--- config.mk ---
export PLATFORM = sky130hd
export DESIGN_NAME = rst_vector_seq
export DESIGN_NICKNAME = d
export VERILOG_FILES = /design/src/rtl/rstseq_pkg.sv /design/src/rtl/rstseq_pin_qual.sv /design/src/rtl/rstseq_release_timer.sv /design/src/rtl/rstseq_vector_fsm.sv /design/src/rtl/rst_vector_seq.sv
export SDC_FILE = /design/constraint.sdc
export NUM_CORES = 1
export LEC_CHECK = 0
export CORE_ASPECT_RATIO = 1.1
export CORE_MARGIN = 2
export CORE_UTILIZATION = 45
export DETAILED_ROUTE_END_ITERATION = 6
export GPL_ROUTABILITY_DRIVEN = 0
export GPL_TIMING_DRIVEN = 0
export PLACE_DENSITY = 0.7
export SLEW_MARGIN = 20
export SYNTH_ARGS = -nofsm -noshare
export SYNTH_HDL_FRONTEND = slang
export SYNTH_SLANG_ARGS = --single-unit
--- constraint.sdc ---
create_clock -name clk -period 2 [get_ports clk]
set_input_delay 0.4 -clock clk [delete_from_list [all_inputs] [get_ports clk]]
set_output_delay 0.4 -clock clk [all_outputs]
set_load 0.1 [all_outputs]
--- src/rtl/rstseq_pkg.sv ---
package rstseq_pkg;

    localparam int unsigned DEF_OSC_MHZ      = 8;
    localparam int unsigned DEF_MIN_PULSE_US = 2;
    localparam int unsigned DEF_PRESC_DIV    = 16;
    localparam int unsigned DEF_CPU_DIV      = 8;
    localparam int unsigned DEF_DATA_W       = 8;

    typedef enum logic [2:0] {
        SQ_WAIT  = 3'd0,
        SQ_VLO   = 3'd1,
        SQ_VHI   = 3'd2,
        SQ_FETCH = 3'd3,
        SQ_RUN   = 3'd4
    } seq_state_e;

    typedef struct packed {
        logic mid_speed;
        logic subclk_port;
    } clk_mode_t;

    localparam clk_mode_t MODE_AFTER_RESET = '{mid_speed: 1'b1, subclk_port: 1'b1};

    function automatic int unsigned min_low_cycles(input int unsigned mhz, input int unsigned us);
        return mhz * us;
    endfunction

endpackage

--- src/rtl/rstseq_pin_qual.sv ---
module rstseq_pin_qual #(
    parameter int unsigned MIN_LOW = 16
) (
    input  logic clk,
    input  logic rst,
    input  logic pin_n,
    output logic hold_o
);
    localparam int unsigned CW = $clog2(MIN_LOW + 1);

    logic          sync1_q, sync2_q;
    logic [CW-1:0] low_cnt_q;

    always_ff @(posedge clk) begin
        if (rst) begin
            sync1_q   <= 1'b0;
            sync2_q   <= 1'b0;
            low_cnt_q <= CW'(MIN_LOW);
        end else begin
            sync1_q <= pin_n;
            sync2_q <= sync1_q;
            if (sync2_q)
                low_cnt_q <= '0;
            else if (low_cnt_q != CW'(MIN_LOW))
                low_cnt_q <= low_cnt_q + 1'b1;
        end
    end

    assign hold_o = (low_cnt_q == CW'(MIN_LOW));

    // a new hold may only begin after the synchronised pin was low
    a_r2_hold_needs_low: assert property (@(posedge clk) disable iff (rst)
        (hold_o && !$past(hold_o)) |-> !$past(sync2_q));

endmodule

--- src/rtl/rstseq_release_timer.sv ---
module rstseq_release_timer #(
    parameter int unsigned PRESC_DIV = 16,
    parameter int unsigned TW        = 8,
    parameter logic [TW-1:0] T1_PRE  = 8'hFF,
    parameter logic [TW-1:0] T2_PRE  = 8'h01
) (
    input  logic clk,
    input  logic hold,
    output logic release_o
);
    localparam int unsigned PW = (PRESC_DIV > 1) ? $clog2(PRESC_DIV) : 1;

    logic [PW-1:0] presc_q;
    logic [TW-1:0] t1_q, t2_q;
    logic          tick, t1_uf, t2_uf;

    assign tick  = (presc_q == PW'(PRESC_DIV - 1));
    assign t1_uf = tick && (t1_q == '0);
    assign t2_uf = t1_uf && (t2_q == '0);

    always_ff @(posedge clk) begin
        if (hold) begin
            presc_q <= '0;
            t1_q    <= T1_PRE;
            t2_q    <= T2_PRE;
        end else begin
            presc_q <= tick ? '0 : presc_q + 1'b1;
            if (tick)
                t1_q <= t1_uf ? T1_PRE : t1_q - 1'b1;
            if (t1_uf)
                t2_q <= t2_uf ? T2_PRE : t2_q - 1'b1;
        end
    end

    assign release_o = t2_uf;

    // the first counter moves only on prescaled ticks
    a_r3_t1_only_on_tick: assert property (@(posedge clk) disable iff (hold)
        !tick |=> $stable(t1_q));

    // a release coincides with the first counter wrapping back to its preload
    a_r4_release_with_t1_wrap: assert property (@(posedge clk) disable iff (hold)
        release_o |=> (t1_q == T1_PRE));

endmodule

--- src/rtl/rstseq_vector_fsm.sv ---
module rstseq_vector_fsm
    import rstseq_pkg::*;
#(
    parameter int unsigned CPU_DIV = 8,
    parameter int unsigned DATA_W  = 8,
    parameter int unsigned ADDR_W  = 16,
    parameter logic [ADDR_W-1:0] VEC_ADDR = 16'hFFFC
) (
    input  logic              clk,
    input  logic              hold,
    input  logic              release_i,
    input  logic [DATA_W-1:0] rd_data,
    output logic [ADDR_W-1:0] addr,
    output logic              rd_en,
    output logic              fetch_sync,
    output logic              cpu_ce,
    output logic              int_rst
);
    localparam int unsigned DW = (CPU_DIV > 1) ? $clog2(CPU_DIV) : 1;
    localparam logic [ADDR_W-1:0] VEC_HI_ADDR = VEC_ADDR + 1'b1;

    logic [DW-1:0]     phase_q;
    seq_state_e        state_q;
    logic [DATA_W-1:0] lo_q, hi_q;

    assign cpu_ce = !hold && (phase_q == DW'(CPU_DIV - 1));

    always_ff @(posedge clk) begin
        if (hold)
            phase_q <= '0;
        else
            phase_q <= cpu_ce ? '0 : phase_q + 1'b1;
    end

    always_ff @(posedge clk) begin
        if (hold) begin
            state_q <= SQ_WAIT;
            lo_q    <= '0;
            hi_q    <= '0;
        end else begin
            unique case (state_q)
                SQ_WAIT:  if (release_i) state_q <= SQ_VLO;
                SQ_VLO:   if (cpu_ce) begin lo_q <= rd_data; state_q <= SQ_VHI; end
                SQ_VHI:   if (cpu_ce) begin hi_q <= rd_data; state_q <= SQ_FETCH; end
                SQ_FETCH: if (cpu_ce) state_q <= SQ_RUN;
                SQ_RUN:   state_q <= SQ_RUN;
                default:  state_q <= SQ_WAIT;
            endcase
        end
    end

    always_comb begin
        addr       = '0;
        rd_en      = 1'b0;
        fetch_sync = 1'b0;
        unique case (state_q)
            SQ_VLO:   begin addr = VEC_ADDR;    rd_en = 1'b1; end
            SQ_VHI:   begin addr = VEC_HI_ADDR; rd_en = 1'b1; end
            SQ_FETCH: begin addr = {hi_q, lo_q}; rd_en = 1'b1; fetch_sync = 1'b1; end
            SQ_RUN:   addr = {hi_q, lo_q};
            default:  addr = '0;
        endcase
    end

    assign int_rst = (state_q == SQ_WAIT);

    // enable pulses are isolated single cycles
    a_r5_ce_single: assert property (@(posedge clk) disable iff (hold)
        cpu_ce |=> !cpu_ce);

    // internal reset only falls after a counter release
    a_r4_fall_after_release: assert property (@(posedge clk) disable iff (hold)
        $fell(int_rst) |-> $past(release_i));

    // the low-byte read is followed by the high-byte read
    a_r8_lo_then_hi: assert property (@(posedge clk) disable iff (hold)
        (rd_en && addr == VEC_ADDR && cpu_ce) |=> (rd_en && addr == VEC_HI_ADDR));

    // the fetch strobe starts right after the high-byte read
    a_r9_sync_after_hi: assert property (@(posedge clk) disable iff (hold)
        $rose(fetch_sync) |-> ($past(addr) == VEC_HI_ADDR));

endmodule

--- src/rtl/rst_vector_seq.sv ---
module rst_vector_seq
    import rstseq_pkg::*;
#(
    parameter int unsigned OSC_MHZ      = DEF_OSC_MHZ,
    parameter int unsigned MIN_PULSE_US = DEF_MIN_PULSE_US,
    parameter int unsigned PRESC_DIV    = DEF_PRESC_DIV,
    parameter int unsigned CPU_DIV      = DEF_CPU_DIV,
    parameter int unsigned DATA_W       = DEF_DATA_W
) (
    input  logic                clk,
    input  logic                rst,
    input  logic                ext_rst_n,
    input  logic [DATA_W-1:0]   rd_data,
    output logic [2*DATA_W-1:0] addr,
    output logic                rd_en,
    output logic                fetch_sync,
    output logic                cpu_ce,
    output logic                int_rst,
    output logic                mid_speed,
    output logic                subclk_port
);
    localparam int unsigned ADDR_W  = 2 * DATA_W;
    localparam int unsigned MIN_LOW = min_low_cycles(OSC_MHZ, MIN_PULSE_US);
    localparam logic [ADDR_W-1:0] VEC_ADDR = {{(ADDR_W-2){1'b1}}, 2'b00};

    logic      pin_hold, hold_any, release_pulse;
    clk_mode_t mode_q;

    assign hold_any = rst | pin_hold;

    rstseq_pin_qual #(.MIN_LOW(MIN_LOW)) u_qual (
        .clk    (clk),
        .rst    (rst),
        .pin_n  (ext_rst_n),
        .hold_o (pin_hold)
    );

    rstseq_release_timer #(
        .PRESC_DIV (PRESC_DIV),
        .TW        (DATA_W),
        .T1_PRE    ({DATA_W{1'b1}}),
        .T2_PRE    (DATA_W'(1))
    ) u_timer (
        .clk       (clk),
        .hold      (hold_any),
        .release_o (release_pulse)
    );

    rstseq_vector_fsm #(
        .CPU_DIV  (CPU_DIV),
        .DATA_W   (DATA_W),
        .ADDR_W   (ADDR_W),
        .VEC_ADDR (VEC_ADDR)
    ) u_fsm (
        .clk        (clk),
        .hold       (hold_any),
        .release_i  (release_pulse),
        .rd_data    (rd_data),
        .addr       (addr),
        .rd_en      (rd_en),
        .fetch_sync (fetch_sync),
        .cpu_ce     (cpu_ce),
        .int_rst    (int_rst)
    );

    always_ff @(posedge clk) begin
        if (hold_any)
            mode_q <= MODE_AFTER_RESET;
        else
            mode_q <= mode_q;
    end

    assign mid_speed   = mode_q.mid_speed;
    assign subclk_port = mode_q.subclk_port;

    // internal reset always comes with the default clock mode
    a_r6_mode_in_reset: assert property (@(posedge clk) disable iff (rst)
        int_rst |-> (mid_speed && subclk_port));

    // a qualified pin low brings back the internal reset on the next edge
    a_r10_abort: assert property (@(posedge clk) disable iff (rst)
        pin_hold |=> int_rst);

endmodule

==> flow_metrics.env, run 1 <==
export IMPL_cts_tree="yes"
export IMPL_grt_ovfl_total=0
export IMPL_period_minus_slack_ns=2.07
export IMPL_start_kind="flip-flop"
export IMPL_synth_top_area_share_pct=42.0
export IMPL_cts_htree_levels=2
export IMPL_yosysWarnings=0
export IMPL_cp_top_family="buffers and inverters"
export IMPL_power_frac_clock_pct=36.3
export IMPL_cp_startpoint="u_qual.low_cnt_q[0]"
export IMPL_irDropWorstVdd_uv=593
export IMPL_utilization_pct=72.9
export IMPL_p_total_mw=2.26
export IMPL_finalClockSkew_ns=0.00798
export IMPL_worstMarginPinSlew_ns=0.601
export IMPL_synth_cell_types=41
export IMPL_die_w_um=72.7
export IMPL_cts_made_buffers=5
export IMPL_num_rows=27
export IMPL_path_buf_inv=4
export IMPL_antenna_found_initial=0
export IMPL_routed_wl_um=5970
export IMPL_hold_violations=0
export IMPL_cts_root_buf="clkbuf_8"
export IMPL_slew_headroom_pct=59.9
export IMPL_setup_viol=1
export IMPL_clockBufferDepth=2
export IMPL_final_cell_area_um2=3640
export IMPL_synth_seq_cells=49
export IMPL_cap_violations=0
export IMPL_vias=2192
export IMPL_vias_per_cell=5.39
export IMPL_grt_pass1_vias=2158
export IMPL_cts_sinks=49
export IMPL_grtUsageTotal_pct=21.2
export IMPL_outcome="finished, violations left"
export IMPL_io_pins=33
export IMPL_power_switching_uw=561
export IMPL_leakagePower_nw=1.39
export IMPL_violations="negative setup slack"
export IMPL_finalNetCount=367
export IMPL_worstSetupPathType="reg2out"
export IMPL_diodes=0
export IMPL_netlist_top_cells_area="dfxtp_1, nand2_1, o21ai_0"
export IMPL_intPower_mw=1.70
export IMPL_pwr_density_cell_nw_per_um2=620
export IMPL_path_clk_slew_ns=0.09
export IMPL_grt_pass1_wl_um=9730
export IMPL_netlist_area_um2=2340
export IMPL_pwr_share_seq_pct=45.2
export IMPL_die_area_um2=5790
export IMPL_ant_nets=0
export IMPL_port_buffers=29
export IMPL_route_detailed_drc=0
export IMPL_cp_max_fo=2
export IMPL_die_h_um=79.6
export IMPL_grt_setup_unrepaired="true"
export IMPL_fin_ws_ns=-0.0727
export IMPL_drv_slew=0
export IMPL_hold_path_class="reg2reg"
export IMPL_required_ns=1.60
export IMPL_placed_area_um2=2870
export IMPL_syn_to_final_growth_pct=55.9
export IMPL_fin_hold_ws_ns=0.446
export IMPL_crit_path_end_kind="output pin"
export IMPL_drt_iter0_markers=81
export IMPL_wl_per_cell_um=14.7
export IMPL_p_sw_share_pct=24.8
export IMPL_insertion_delay_ns=0.30
export IMPL_crit_chain="inv_2 -> ha_4 -> nor4bb_4 -> buf_4 -> nor2_4 -> clkbuf_8 -> and2_4 -> buf_12"
export IMPL_cp_arrival_ns=1.67
export IMPL_worstReg2RegStart="u_timer.t1_q[2]"
export IMPL_min_delay_start="u_fsm.phase_q[0]"
export IMPL_yosys_area_top_type="dfxtp_1"
export IMPL_cts_hold_buffers=0
export IMPL_cp_slowest_cell="dfxtp_2"
export IMPL_syn_area_per_cell_um2=8.09
export IMPL_firstDrtPassIters=4
export IMPL_start_util_pct=46.7
export IMPL_pwr_share_comb_pct=18.4
export IMPL_grt_max_degree=16
export IMPL_place_hpwl_um=3710
export IMPL_fin_crit_sh_pct=104
export IMPL_cp_slowest_stage_delay_ns=0.34
export IMPL_clock_fmax_ghz=0.482
export IMPL_synthCells=289
export IMPL_drive_above_1_share_pct=38.7
export IMPL_synth_seq_area_share_pct=42.0
export IMPL_core_area_um2=5000
-- cells by family (layout without fill, tap and decap cells) --
kind of cell	Yosys count	count (layout)	share of synthesized area, %
AND/OR/NAND/NOR	130	130	28.3
AO/OA/AOI/OAI	57	57	14.2
flip-flops	49	49	42.0
buffers and inverters	27	86	4.66
XOR/XNOR	16	16	6.00
adder cells (fa/ha/maj)	8	8	4.28
other	1	2	0.160
multiplexers	1	1	0.428
-- cells in the final DEF (no fill, tap or decap), drive strengths merged, types with 2 or more instances in the layout --
master | Yosys | routed
a21o | 6 | 6
a21oi | 12 | 12
and2 | 3 | 3
and3 | 4 | 4
buf | 2 | 53
bufinv | 0 | 2
clkbuf | 17 | 13
clkdlybuf4s50 | 0 | 9
conb | 1 | 2
dfxtp | 49 | 49
ha | 8 | 8
inv | 8 | 8
nand2 | 51 | 51
nand2b | 9 | 9
nand3 | 9 | 9
nand3b | 3 | 3
nand4 | 4 | 4
nor2 | 16 | 16
nor2b | 4 | 4
nor3 | 7 | 7
nor3b | 4 | 4
nor4 | 5 | 5
o211ai | 2 | 2
o21ai | 28 | 28
o21bai | 2 | 2
o31ai | 2 | 2
o41ai | 2 | 2
or3b | 2 | 2
or4 | 5 | 5
xnor2 | 6 | 6
xor2 | 10 | 10
-- what timing repair did --
| action | in CTS | in global routing |
|---|---|---|
| resized for setup | 212 | 43 |
| setup buffers | 17 | 10 |
| gates cloned | 0 | 0 |
| pin swaps | 9 | 10 |
| endpoints found under the setup margin | 44 | 44 |
-- worst paths after layout --
check | end | slack, ns | cells after the start
min | u_fsm.phase_q[0] | 0.45 | 1
max reg2reg | u_timer.t2_q[7] | 0.01 | 4
min reg2reg | u_fsm.phase_q[0] | 0.45 | 1
max | cpu_ce | -0.07 | 8
-- Yosys cell counts --
library cell,instances
nor3_1,7
nor4_1,5
or3b_2,2
nor4bb_1,1
or4_4,1
o211ai_1,2
ha_1,8
o21a_1,1
or2_2,1
xnor2_1,6
a211oi_1,1
nand2b_1,9
o41ai_1,2
inv_1,8
nand2_1,51
nand3b_1,3
nand4_1,4
a31oi_1,1
nand3_1,9
and3_2,1
or3_1,1
o21bai_1,2
mux2i_1,1
conb_1,1
buf_4,2
o21ai_0,27
nor2b_1,4
or4b_1,1
a21oi_1,12
xor2_1,10
or4_1,4
clkbuf_1,17
nor3b_1,4
nor2_2,1
o21ai_2,1
and3_1,3
dfxtp_1,49
and2_1,3
o31ai_1,2
a21o_1,6
nor2_1,15
-- final cells by class --
cell class                 count  area (um^2)
multi-input combinational    214         1620
fill                         347         1360
sequential                    49         1000
timing repair buffer          55          647
buffer                        15          139
tap                           58         72.6
clock buffer                   5         68.8
clock inverter                 3         65.1
inverter                       8         30.0
-- layer usage --
layer / up-vias / GRT usage [%] / share of wire [%]
li1: 1108 / - / -
met2: 41 / 38.5 / 54
met4: 0 / 7.04 / 0.52
met3: 4 / 4.42 / 3.5
met1: 1039 / 24.3 / 41
met5: - / 0 / 0
-- registers in the layout, indices dropped and copies added, names as in the netlist --
register / flops
u_fsm.state_q: 3
u_timer.t2_q: 8
u_fsm.lo_q: 8
u_fsm.phase_q: 3
u_qual.sync2_q: 1
u_timer.t1_q: 8
u_qual.sync1_q: 1
u_timer.presc_q: 4
u_fsm.hi_q: 8
u_qual.low_cnt_q: 5
-- per-stage QoR --
step,cells,setup slack [ns],TNS [ns]
final,407,-0.0727,-0.0727
after global placement,377,-1.13,-24.67
after CTS,399,-0.119,-0.119
after floorplan,290,-0.102,-0.108
after detailed placement,377,-1.13,-25.84
after global routing,407,-0.151,-0.576
-- power by group through the flow --
| stage | Sequential [mW] | Clock, mW | Combinational, mW |
|---|---|---|---|
| floorplan | 1.04 | 0 | 0.194 |
| global placement | 1.05 | 0 | 0.257 |
| detailed placement | 1.05 | 0 | 0.263 |
| CTS | 1.02 | 0.831 | 0.391 |
| global route | 1.02 | 0.873 | 0.451 |
| finish | 1.02 | 0.820 | 0.416 |
Power figures use the tool's default switching activity.
==> run 2: changes to the inputs <==
--- a/config.mk
+++ b/config.mk
@@ -6,12 +6,11 @@
 export NUM_CORES = 1
 export LEC_CHECK = 0
 export CORE_ASPECT_RATIO = 1.1
-export CORE_MARGIN = 2
 export CORE_UTILIZATION = 45
 export DETAILED_ROUTE_END_ITERATION = 6
 export GPL_ROUTABILITY_DRIVEN = 0
 export GPL_TIMING_DRIVEN = 0
-export PLACE_DENSITY = 0.7
+export PLACE_DENSITY = 0.68
 export SLEW_MARGIN = 20
 export SYNTH_ARGS = -nofsm -noshare
 export SYNTH_HDL_FRONTEND = slang
==> constraint.sdc (replaced) <==
create_clock -name clk -period 2.55 [get_ports clk]
set_input_delay 0.51 -clock clk [delete_from_list [all_inputs] [get_ports clk]]
set_output_delay 0.51 -clock clk [all_outputs]
set_load 0.1 [all_outputs]
==> run 2 against run 1 <==
The flow finishes with violations (design-rule violations); sequential share of layout area increased by 6.6 points; clock-buffer cell count increased by 1; clock skew increased by 0.00081 ns; setup slack improved by 0.11 ns; global-route usage decreased by 1.4 points; cell count decreased by 5.7%; design area decreased by 21%; non-clock buffer count decreased by 23; core utilization decreased by 15 points; die area decreased by 5.2%.
==> flow_metrics.env, run 2 (same netlist as run 1, synthesis figures left out) <==
export IMPL_io_pins=33
export IMPL_worstMarginPinSlew_ns=0.837
export IMPL_syn_to_final_growth_pct=23.0
export IMPL_cts_hold_buffers=0
export IMPL_cts_htree_levels=2
export IMPL_diodes=0
export IMPL_power_switching_uw=408
export IMPL_crit_chain="inv_1 -> ha_1 -> nor4bb_2 -> buf_4 -> nor2_4 -> clkbuf_4 -> and2_2 -> buf_6"
export IMPL_p_sw_share_pct=25.3
export IMPL_pwr_share_seq_pct=49.9
export IMPL_leakagePower_nw=1.13
export IMPL_cp_top_family="buffers and inverters"
export IMPL_worstSetupPathType="reg2out"
export IMPL_grtUsageTotal_pct=19.8
export IMPL_cts_made_buffers=5
export IMPL_fin_crit_sh_pct=98.5
export IMPL_finalNetCount=344
export IMPL_final_common_cell="nand2_1"
export IMPL_final_cell_mix="nand2_1, dfxtp_1, o21ai_0, buf_4, nor2_1"
export IMPL_grt_pass1_wl_um=8740
export IMPL_irDropWorstVdd_uv=363
export IMPL_drt_iter0_markers=64
export IMPL_clock_fmax_ghz=0.398
export IMPL_power_frac_clock_pct=35.6
export IMPL_cp_max_fo=10
export IMPL_place_hpwl_um=3560
export IMPL_p_total_mw=1.61
export IMPL_route_detailed_drc=6
export IMPL_antenna_found_initial=0
export IMPL_cts_root_buf="clkbuf_8"
export IMPL_fin_hold_ws_ns=0.437
export IMPL_cp_arrival_ns=2.00
export IMPL_hold_path_class="reg2reg"
export IMPL_vias_per_cell=5.24
export IMPL_outcome="finished, violations left"
export IMPL_intPower_mw=1.21
export IMPL_period_minus_slack_ns=2.51
export IMPL_finalClockSkew_ns=0.00879
export IMPL_pwr_density_cell_nw_per_um2=561
export IMPL_drv_slew=0
export IMPL_wl_per_cell_um=12.7
export IMPL_drive_above_1_share_pct=18.4
export IMPL_hold_violations=0
export IMPL_core_area_um2=5000
export IMPL_cts_sinks=49
export IMPL_setup_viol=0
export IMPL_port_buffers=29
export IMPL_violations="design-rule violations"
export IMPL_cap_violations=0
export IMPL_grt_setup_unrepaired="true"
export IMPL_pwr_share_comb_pct=14.5
export IMPL_die_w_um=70.7
export IMPL_die_area_um2=5490
export IMPL_grt_pass1_vias=1992
export IMPL_slew_headroom_pct=43.7
export IMPL_cp_slowest_stage_delay_ns=0.36
export IMPL_start_kind="flip-flop"
export IMPL_required_ns=2.04
export IMPL_path_buf_inv=4
export IMPL_routed_wl_um=4890
export IMPL_num_rows=27
export IMPL_insertion_delay_ns=0.30
export IMPL_grt_max_degree=16
export IMPL_cts_tree="yes"
export IMPL_fillCellCount=468
export IMPL_tns_ns=0
export IMPL_ant_nets=0
export IMPL_cp_slowest_cell="dfxtp_1"
export IMPL_start_util_pct=46.7
export IMPL_vias=2011
export IMPL_firstDrtPassIters=6
export IMPL_grt_ovfl_total=0
export IMPL_clockBufferDepth=2
export IMPL_die_h_um=77.6
export IMPL_utilization_pct=57.5
export IMPL_crit_path_end_kind="output pin"
export IMPL_path_clk_slew_ns=0.09
[run 2: changes by cell type in the layout (fill, tap and decap cells not counted), moves of 5 or more]
cell	previous run	this run
a21o_1	0	6
buf_12	16	0
buf_4	31	18
clkbuf_1	3	9
dfxtp_1	40	49
dfxtp_4	5	0
o21ai_2	2	8
o21ai_4	8	0
[run 2: path summary, 6_finish.rpt]
kind	startpoint	end	slack, ns	depth (start not counted)
max	u_qual.low_cnt_q[0]	cpu_ce	0.04	8
min	u_fsm.phase_q[0]	u_fsm.phase_q[0]	0.44	1
max reg2reg	u_fsm.phase_q[0]	u_fsm.hi_q[6]	0.18	7
min reg2reg	u_fsm.phase_q[0]	u_fsm.phase_q[0]	0.44	1
[run 2: routing by layer]
| metal | global-route usage, % | wire length [um] | part of all wire (%) | vias to the layer above |
|---|---|---|---|---|
| met1 | 23.6 | 2270 | 46 | 923 |
| met5 | 0 | 0 | 0 | - |
| met2 | 34.3 | 2430 | 50 | 25 |
| met4 | 7.80 | 85 | 1.7 | 0 |
| met3 | 4.29 | 108 | 2.2 | 7 |
| li1 | - | - | - | 1056 |
[run 2: repair_timing]
action                                  in CTS  in global routing
endpoints found under the setup margin      20                 35
setup buffers                                0                  2
pin swaps                                    0                  1
gates resized for setup                    115                 13
[run 2: worst reg2reg max path: stages (launching register included)]
cell	delay [ns]
dfxtp_1	0.34
ha_1	0.15
ha_1	0.13
clkbuf_1	0.32
nand3b_1	0.14
nor4_1	0.63
clkbuf_1	0.37
o21ai_0	0.17
[run 2: layout make-up]
class | count | area (um^2) | area share, %
multi-input cells | 214 | 1320 | 46.0
plain buffers | 16 | 81.3 | 2.83
repair buffers | 31 | 268 | 9.32
inverters | 8 | 30.0 | 1.04
well taps | 58 | 72.6 | 2.53
flip-flops and latches | 49 | 981 | 34.1
clock inverters | 2 | 37.5 | 1.31
clock buffers | 6 | 82.6 | 2.87
[run 2: per-stage QoR]
stage	std cells	instance area, um^2	worst slack [ns]
after floorplan	290	2380	-0.285
after global placement	377	2750	-0.955
after detailed placement	377	2750	-0.985
after CTS	385	2850	-0.101
after global routing	384	2870	-0.105
final	384	2870	0.0379
[run 2: power groups by stage]
stage | logic (mW) | clock network, mW | registers, mW
floorplan | 0.146 | 0 | 0.819
global placement | 0.196 | 0 | 0.822
detailed placement | 0.201 | 0 | 0.822
CTS | 0.208 | 0.590 | 0.805
global route | 0.264 | 0.630 | 0.808
finish | 0.234 | 0.575 | 0.805
